<file path="src/rtl/median3x3_pkg.sv">
package median3x3_pkg;

    localparam int NET_NODES  = 19;
    localparam int NET_STAGES = 9;
    localparam int NET_LANES  = 9;
    localparam int MID_LANE   = 4;

    typedef enum logic [1:0] {
        ST_WAIT_SOL,
        ST_FILL_L0,
        ST_FILL_L1,
        ST_STREAM
    } fill_state_t;

    // Node descriptor: {stage, low lane, high lane}, one hex digit each.
    function automatic int node_desc(input int n);
        case (n)
            0:  return 'h012;
            1:  return 'h045;
            2:  return 'h078;
            3:  return 'h101;
            4:  return 'h134;
            5:  return 'h167;
            6:  return 'h212;
            7:  return 'h245;
            8:  return 'h278;
            9:  return 'h303;
            10: return 'h358;
            11: return 'h347;
            12: return 'h436;
            13: return 'h414;
            14: return 'h425;
            15: return 'h547;
            16: return 'h642;
            17: return 'h764;
            default: return 'h842;
        endcase
    endfunction

    function automatic int node_stage(input int n);
        return (node_desc(n) >> 8) & 'hf;
    endfunction

    function automatic int node_lo(input int n);
        return (node_desc(n) >> 4) & 'hf;
    endfunction

    function automatic int node_hi(input int n);
        return node_desc(n) & 'hf;
    endfunction

    // Which node in stage s touches lane k; -1 when the lane passes through.
    function automatic int lane_node(input int s, input int k);
        for (int n = 0; n < NET_NODES; n++) begin
            if (node_stage(n) == s && (node_lo(n) == k || node_hi(n) == k))
                return n;
        end
        return -1;
    endfunction

endpackage

</file>
<file path="src/rtl/mf_line_delay.sv">
module mf_line_delay #(
    parameter int W     = 8,
    parameter int DEPTH = 64
) (
    input  logic         clk,
    input  logic         en,
    input  logic [W-1:0] d,
    output logic [W-1:0] q
);
    logic [W-1:0] taps [DEPTH];

    always_ff @(posedge clk) begin
        if (en) begin
            taps[0] <= d;
            for (int i = 1; i < DEPTH; i++)
                taps[i] <= taps[i-1];
        end
    end

    assign q = taps[DEPTH-1];
endmodule

</file>
<file path="src/rtl/mf_window.sv">
module mf_window
    import median3x3_pkg::*;
#(
    parameter int PIX_W    = 8,
    parameter int LINE_LEN = 64
) (
    input  logic                                clk,
    input  logic                                rst_n,
    input  logic                                in_valid,
    input  logic                                in_sol,
    input  logic [PIX_W-1:0]                    in_pix,
    output logic                                win_vld,
    output logic [NET_LANES-1:0][PIX_W-1:0]     win
);
    localparam int ROWS = 3;
    localparam int COLS = 3;

    fill_state_t      state_q, state_d;
    logic [1:0]       col_q;
    logic             accept, take_win;
    logic [PIX_W-1:0] near_out, far_out;
    logic [PIX_W-1:0] row_q [ROWS][COLS];

    assign accept   = in_valid && ((state_q != ST_WAIT_SOL) || in_sol);
    assign take_win = accept && !in_sol && (col_q == 2'd2) && (state_d == ST_STREAM);

    always_comb begin
        state_d = state_q;
        unique case (state_q)
            ST_WAIT_SOL: if (accept && in_sol) state_d = ST_FILL_L0;
            ST_FILL_L0:  if (accept && in_sol) state_d = ST_FILL_L1;
            ST_FILL_L1:  if (accept && in_sol) state_d = ST_STREAM;
            ST_STREAM:   state_d = ST_STREAM;
        endcase
    end

    // State register and the column position within the line.
    always_ff @(posedge clk or negedge rst_n) begin
        if (!rst_n) begin
            state_q <= ST_WAIT_SOL;
            col_q   <= 2'd0;
        end else begin
            state_q <= state_d;
            if (accept)
                col_q <= in_sol ? 2'd1 : ((col_q == 2'd2) ? 2'd2 : col_q + 2'd1);
        end
    end

    mf_line_delay #(.W(PIX_W), .DEPTH(LINE_LEN)) u_near (
        .clk(clk), .en(accept), .d(in_pix),   .q(near_out)
    );
    mf_line_delay #(.W(PIX_W), .DEPTH(LINE_LEN)) u_far (
        .clk(clk), .en(accept), .d(near_out), .q(far_out)
    );

    // Outputs: window strobe and the three shift rows.
    always_ff @(posedge clk or negedge rst_n) begin
        if (!rst_n)
            win_vld <= 1'b0;
        else
            win_vld <= take_win;
    end

    always_ff @(posedge clk) begin
        if (accept) begin
            for (int r = 0; r < ROWS; r++) begin
                row_q[r][0] <= row_q[r][1];
                row_q[r][1] <= row_q[r][2];
            end
            row_q[0][2] <= far_out;
            row_q[1][2] <= near_out;
            row_q[2][2] <= in_pix;
        end
    end

    for (genvar r = 0; r < ROWS; r++) begin : g_row
        for (genvar c = 0; c < COLS; c++) begin : g_col
            assign win[r*COLS + c] = row_q[r][c];
        end
    end

    AST_STATE_ON_SOL: assert property (@(posedge clk) disable iff (!rst_n)
        !$stable(state_q) |-> $past(in_valid && in_sol));
    AST_STREAM_STICKY: assert property (@(posedge clk) disable iff (!rst_n)
        (state_q == ST_STREAM) |=> (state_q == ST_STREAM));
    AST_SOL_NO_WIN: assert property (@(posedge clk) disable iff (!rst_n)
        (in_valid && in_sol) |=> !win_vld);
endmodule

</file>
<file path="src/rtl/mf_cas_node.sv">
module mf_cas_node #(
    parameter int W = 8
) (
    input  logic [W-1:0] a,
    input  logic [W-1:0] b,
    output logic [W-1:0] lo,
    output logic [W-1:0] hi
);
    logic swap;

    assign swap = a > b;
    assign lo   = swap ? b : a;
    assign hi   = swap ? a : b;
endmodule

</file>
<file path="src/rtl/mf_sort_net.sv">
module mf_sort_net
    import median3x3_pkg::*;
#(
    parameter int PIX_W = 8
) (
    input  logic                            clk,
    input  logic                            rst_n,
    input  logic                            in_vld,
    input  logic [NET_LANES-1:0][PIX_W-1:0] in_win,
    output logic                            out_vld,
    output logic [PIX_W-1:0]                out_med
);
    localparam int CNT_W = $clog2(NET_STAGES + 1);

    logic [PIX_W-1:0]      src   [NET_STAGES][NET_LANES];
    logic [PIX_W-1:0]      nxt   [NET_STAGES][NET_LANES];
    logic [PIX_W-1:0]      stg_q [NET_STAGES][NET_LANES];
    logic [PIX_W-1:0]      n_lo  [NET_NODES];
    logic [PIX_W-1:0]      n_hi  [NET_NODES];
    logic [NET_STAGES-1:0] vld_q;

    for (genvar s = 0; s < NET_STAGES; s++) begin : g_stage
        for (genvar k = 0; k < NET_LANES; k++) begin : g_lane
            localparam int ND = lane_node(s, k);
            if (s == 0) begin : g_first
                assign src[s][k] = in_win[k];
            end else begin : g_later
                assign src[s][k] = stg_q[s-1][k];
            end
            if (ND < 0) begin : g_pass
                assign nxt[s][k] = src[s][k];
            end else if (node_lo(ND) == k) begin : g_low
                assign nxt[s][k] = n_lo[ND];
            end else begin : g_high
                assign nxt[s][k] = n_hi[ND];
            end
            always_ff @(posedge clk) stg_q[s][k] <= nxt[s][k];
        end
    end

    for (genvar n = 0; n < NET_NODES; n++) begin : g_node
        localparam int S = node_stage(n);
        localparam int A = node_lo(n);
        localparam int B = node_hi(n);
        mf_cas_node #(.W(PIX_W)) u_node (
            .a(src[S][A]), .b(src[S][B]), .lo(n_lo[n]), .hi(n_hi[n])
        );
    end

    always_ff @(posedge clk or negedge rst_n) begin
        if (!rst_n)
            vld_q <= '0;
        else
            vld_q <= {vld_q[NET_STAGES-2:0], in_vld};
    end

    assign out_vld = vld_q[NET_STAGES-1];
    assign out_med = stg_q[NET_STAGES-1][MID_LANE];

    // Cycles since reset, saturating, so latency checks never reach before it.
    logic [CNT_W-1:0] up_cnt;
    always_ff @(posedge clk or negedge rst_n) begin
        if (!rst_n)
            up_cnt <= '0;
        else if (up_cnt != CNT_W'(NET_STAGES))
            up_cnt <= up_cnt + 1'b1;
    end

    AST_RESULT_LATENCY: assert property (@(posedge clk) disable iff (!rst_n)
        (up_cnt == CNT_W'(NET_STAGES) && $past(in_vld, 9)) |-> out_vld);
    AST_NO_SPURIOUS_OUT: assert property (@(posedge clk) disable iff (!rst_n)
        (up_cnt == CNT_W'(NET_STAGES) && out_vld) |-> $past(in_vld, 9));
    AST_QUIET_AFTER_RESET: assert property (@(posedge clk) disable iff (!rst_n)
        (up_cnt < CNT_W'(NET_STAGES)) |-> !out_vld);
endmodule

</file>
<file path="src/rtl/median3x3_filter.sv">
module median3x3_filter
    import median3x3_pkg::*;
#(
    parameter int PIX_W    = 8,
    parameter int LINE_LEN = 64
) (
    input  logic             clk,
    input  logic             rst_n,
    input  logic             in_valid,
    input  logic             in_sol,
    input  logic [PIX_W-1:0] in_pix,
    output logic             out_valid,
    output logic [PIX_W-1:0] out_pix
);
    logic                            win_vld;
    logic [NET_LANES-1:0][PIX_W-1:0] win;

    mf_window #(.PIX_W(PIX_W), .LINE_LEN(LINE_LEN)) u_window (
        .clk(clk), .rst_n(rst_n), .in_valid(in_valid), .in_sol(in_sol),
        .in_pix(in_pix), .win_vld(win_vld), .win(win)
    );

    mf_sort_net #(.PIX_W(PIX_W)) u_net (
        .clk(clk), .rst_n(rst_n), .in_vld(win_vld), .in_win(win),
        .out_vld(out_valid), .out_med(out_pix)
    );
endmodule

</file>
<file path="config.mk">
export PLATFORM = sky130hd
export DESIGN_NAME = median3x3_filter
export DESIGN_NICKNAME = d
export VERILOG_FILES = /design/src/rtl/median3x3_pkg.sv /design/src/rtl/mf_line_delay.sv /design/src/rtl/mf_window.sv /design/src/rtl/mf_cas_node.sv /design/src/rtl/mf_sort_net.sv /design/src/rtl/median3x3_filter.sv
export SDC_FILE = /design/constraint.sdc
export NUM_CORES = 2
export LEC_CHECK = 0
export ABC_CLOCK_PERIOD_IN_PS = 29800
export CORE_ASPECT_RATIO = 0.8
export CORE_MARGIN = 2
export CORE_UTILIZATION = 60
export CTS_BUF_LIST = sky130_fd_sc_hd__clkbuf_8
export DETAILED_ROUTE_END_ITERATION = 16
export DONT_BUFFER_PORTS = 1
export GPL_TIMING_DRIVEN = 1
export PLACE_DENSITY = 0.8
export SYNTH_ARGS = -nofsm -noshare
export SYNTH_HDL_FRONTEND = slang
export SYNTH_SLANG_ARGS = --single-unit
</file>
<file path="constraint.sdc">
create_clock -name clk -period 29.8 [get_ports clk]
set_input_delay 0 -clock clk [delete_from_list [all_inputs] [get_ports clk]]
set_output_delay 0 -clock clk [all_outputs]
set_load 0.02 [all_outputs]
</file>
==> run_results.csv <==
group,metric,value,unit
worst_setup_path,ff2ff_path_depth,5,
route,firstDrtPassIters,6,
pwr,swShare,27.10,%
sta,final.min_clock_period,4863,ps
logic_synthesis,ys_async_sr_fraction,0.9736,%
worst_setup_path,rr_startpoint,"u_window.state_q[0]",
logic_synthesis,synth_seq_cells,1438,
route,vias,22310,
route,drt_iter0_drc,2355,
job,cap_violations,0,
sta,setup_violations,0,
pwr,pwr-share-comb,15.5,%
min_path,min_to,"u_window.col_q[0]",
layout,layout_common_cells,"edfxtp_1, dfxtp_1, o22ai_1, clkbuf_8, inv_1",
pwr,p_total,0.004814,W
layout,regArea,39350,um2
global_routing,grt_start_max_net_pins,216,
placement,gp_congestion,0.8269,
die,rows,92,
worst_setup_path,r2r_end,"u_window.u_near.taps[1][133]",
sta,finalClockSkew,66.96,ps
layout,drive_gt1_share,11.88,%
worst_setup_path,cp_slowest_cell,"buf_4",
layout,fillCellCount,4839,
logic_synthesis,yosys_warnings,0,
worst_setup_path,crit_fanout,215,
clock_tree,root_buffer,"clkbuf_8",
route,wire_per_inst,18.45,um
clock_tree,cts-resized-gates,0,
global_routing,grt_antenna_before_repair,6,
clock_tree,clkTransAtPathRegs,70,ps
sta,tightest_slew,1189,ps
worst_setup_path,cp-start-kind,"register",
logic_synthesis,synthDominantCellAreaShare,66.00,%
pwr,p_seq_share,54.1,%
worst_setup_path,cp_common_cell,"buf_4",
outcome,violations,"antenna violations",
logic_synthesis,seq_area_frac_synth,82.52,%
sta,rsz0062_at_grt,"no",
sta,hold_viol_final,0,
logic_synthesis,yosys_most_used_dff,"edfxtp_1",
layout,multi_input_area,7435,um2
global_routing,overflow,0,
clock_tree,clock_sinks,1438,
worst_setup_path,max_stage_delay,1000,ps
worst_setup_path,crit_chain,"o31ai_1, inv_8, buf_12, buf_4, buf_4",
logic_synthesis,syn_area,47680,um2
pwr,pwr-share-clk,30.4,%
clock_tree,htree_num_levels,4,
pwr,internal_power,0.003510,W
pwr,powerDensity,90.92,nW/um2
min_path,min_path_type,"input pin to register",
logic_synthesis,synth_top_area_cell,"edfxtp_1",
placement,dp_hpwl,40.84,mm
sta,fin_tns_setup,0,ps
die,die_h,256.2,um
outcome,status,"complete, but fails checks",
layout,syn_to_final_growth,11.04,%
logic_synthesis,synth_nets,2744,
die,ios,21,
global_routing,grt_pass1_vias,21780,
route,wl,73.06,mm
worst_setup_path,path_delay_family,"buffers and inverters",
clock_tree,cts_tree,"yes",
placement,io_buffers,0,
die,start_util,60.56,%
min_path,holdPathStages,3,
die,die_w,319.2,um
layout,final_common_cell,"edfxtp_1",
logic_synthesis,netlist_instances,2578,
logic_synthesis,synth_edf_count,1048,
worst_setup_path,crit_buf_inv,4,
worst_setup_path,arrival,5310,ps
sta,timing.hold.ws,173.9,ps
clock_tree,cts_buffer_depth,3,
route,via_per_inst,5.634,
clock_tree,cts_buffers,195,
logic_synthesis,yosys-top-cells-area,"edfxtp_1, dfxtp_1, ha_1, o22ai_1, mux2_1",
worst_setup_path,worstPathRequired,30240,ps
route,antenna_left,1,
pwr,switching_power,0.001304,W
pwr,irDropWorstVdd,0.00005487,V
clock_tree,clk_latency,850,ps
sta,slew_headroom,20.75,%
worst_setup_path,end_kind,"register",
die,core,78740,um2
sta,max_clock_freq,205.6,MHz
logic_synthesis,synth_cell_types,46,
die,dieArea,81760,um2
global_routing,grt_use_total,17.64,%
min_path,holdCritStartpoint,"in_valid",
sta,slew_viol_final,0,
worst_setup_path,path_class,"register to register",
route,drc,0,
layout,layout.nets,2925,
global_routing,grt_pass1_wl,114.0,mm
pwr,p_leak,19.63,nW
worst_setup_path,reg2reg_slack,24940,ps
sta,fin_crit_sh,16.32,%
logic_synthesis,synth.avg_cell_area,18.50,um2
-- through the flow --
step / cell area, um2 / setup slack, ps / util [%] / std cells
6_report: 52950 / 24940 / 67.25 / 3960
4_1_cts: 52930 / 25100 / 67.23 / 3955
3_5_place_dp: 48770 / 25060 / 61.94 / 3571
5_1_grt: 52930 / 24650 / 67.23 / 3955
3_3_place_gp: 48770 / 25240 / 61.94 / 3571
2_1_floorplan: 47680 / 7733 / - / 2578
-- tightest hold or removal path, delay by kind of cell --
kind            cells  cell delay (ps)
compound gates      1              160
simple gates        1              200
buf+inv             1              610
-- Yosys cell counts, types with 14 or more instances --
master    number
nand4_1       32
buf_2         22
inv_1        156
o22ai_1      236
dfxtp_1      376
clkbuf_1      16
o22ai_2       21
dfrtp_1       14
o211ai_1      14
o21ai_2       18
ha_1         154
mux2_1        99
o21ai_1       18
edfxtp_1    1048
a21oi_1      181
nand2_1       33
nor2_1        16
-- layer usage --
| layer | track usage, % | vias to the layer above | wire [um] |
|---|---|---|---|
| met2 | 26.07 | 678 | 32850 |
| li1 | - | 10420 | - |
| met5 | 0 | - | 13 |
| met3 | 3.846 | 154 | 3698 |
| met4 | 6.984 | 2 | 1534 |
| met1 | 25.90 | 11060 | 34960 |
-- what timing repair did --
item | CTS | global route
hold buffers | 25 | 0
endpoints found under the hold margin | 149 | 0
setup buffers | 0 | 0
-- final cells by class --
| type | count | area share [%] |
|---|---|---|
| sequential | 1438 | 74.32 |
| multi-input combinational | 930 | 14.04 |
| clock buffer | 209 | 5.433 |
| tap | 1034 | 2.443 |
| clock inverter | 150 | 1.964 |
| inverter | 159 | 1.141 |
| timing repair buffer | 35 | 0.6380 |
| antenna | 5 | 0.02363 |
-- power by group through the flow --
stage	logic [W]	registers, W	clock network, W
2_1_floorplan	0.000597	0.00263	0
3_3_place_gp	0.000680	0.00263	0
3_5_place_dp	0.000729	0.00264	0
4_1_cts	0.000742	0.00260	0.00151
5_1_grt	0.000829	0.00263	0.00159
6_report	0.000747	0.00261	0.00146
-- sequential cells by signal, indices dropped and copies added, names as in the netlist --
register and count:
u_window.state_q 2, u_window.col_q 2, u_window.win_vld 1, u_net.stg_q 376, u_window.u_near.taps 489, u_window.row_q 71
u_net.vld_q 9, u_window.u_far.taps 488
-- kinds of logic after synthesis --
kind of cell    share of synthesized area, %
flops                                  82.52
compound gates                         7.518
buf+inv                                1.892
fa+ha+maj                              4.041
simple gates                           1.530
mux                                    2.503
-- worst max path at each step --
stage                         from                            to  slack, ps  cells past startpoint
2_1_floorplan  u_window.state_q[1]          u_window.row_q[0][0]       7730                      2
3_3_place_gp   u_window.state_q[1]   u_window.u_far.taps[0][195]      25240                      5
3_5_place_dp   u_window.state_q[0]   u_window.u_far.taps[0][195]      25060                      5
4_1_cts        u_window.state_q[0]  u_window.u_near.taps[1][156]      25100                      5
5_1_grt        u_window.state_q[1]  u_window.u_near.taps[1][125]      24650                      5
6_report       u_window.state_q[0]  u_window.u_near.taps[1][133]      24940                      5
No activity file was read; power rests on OpenSTA's default activity.
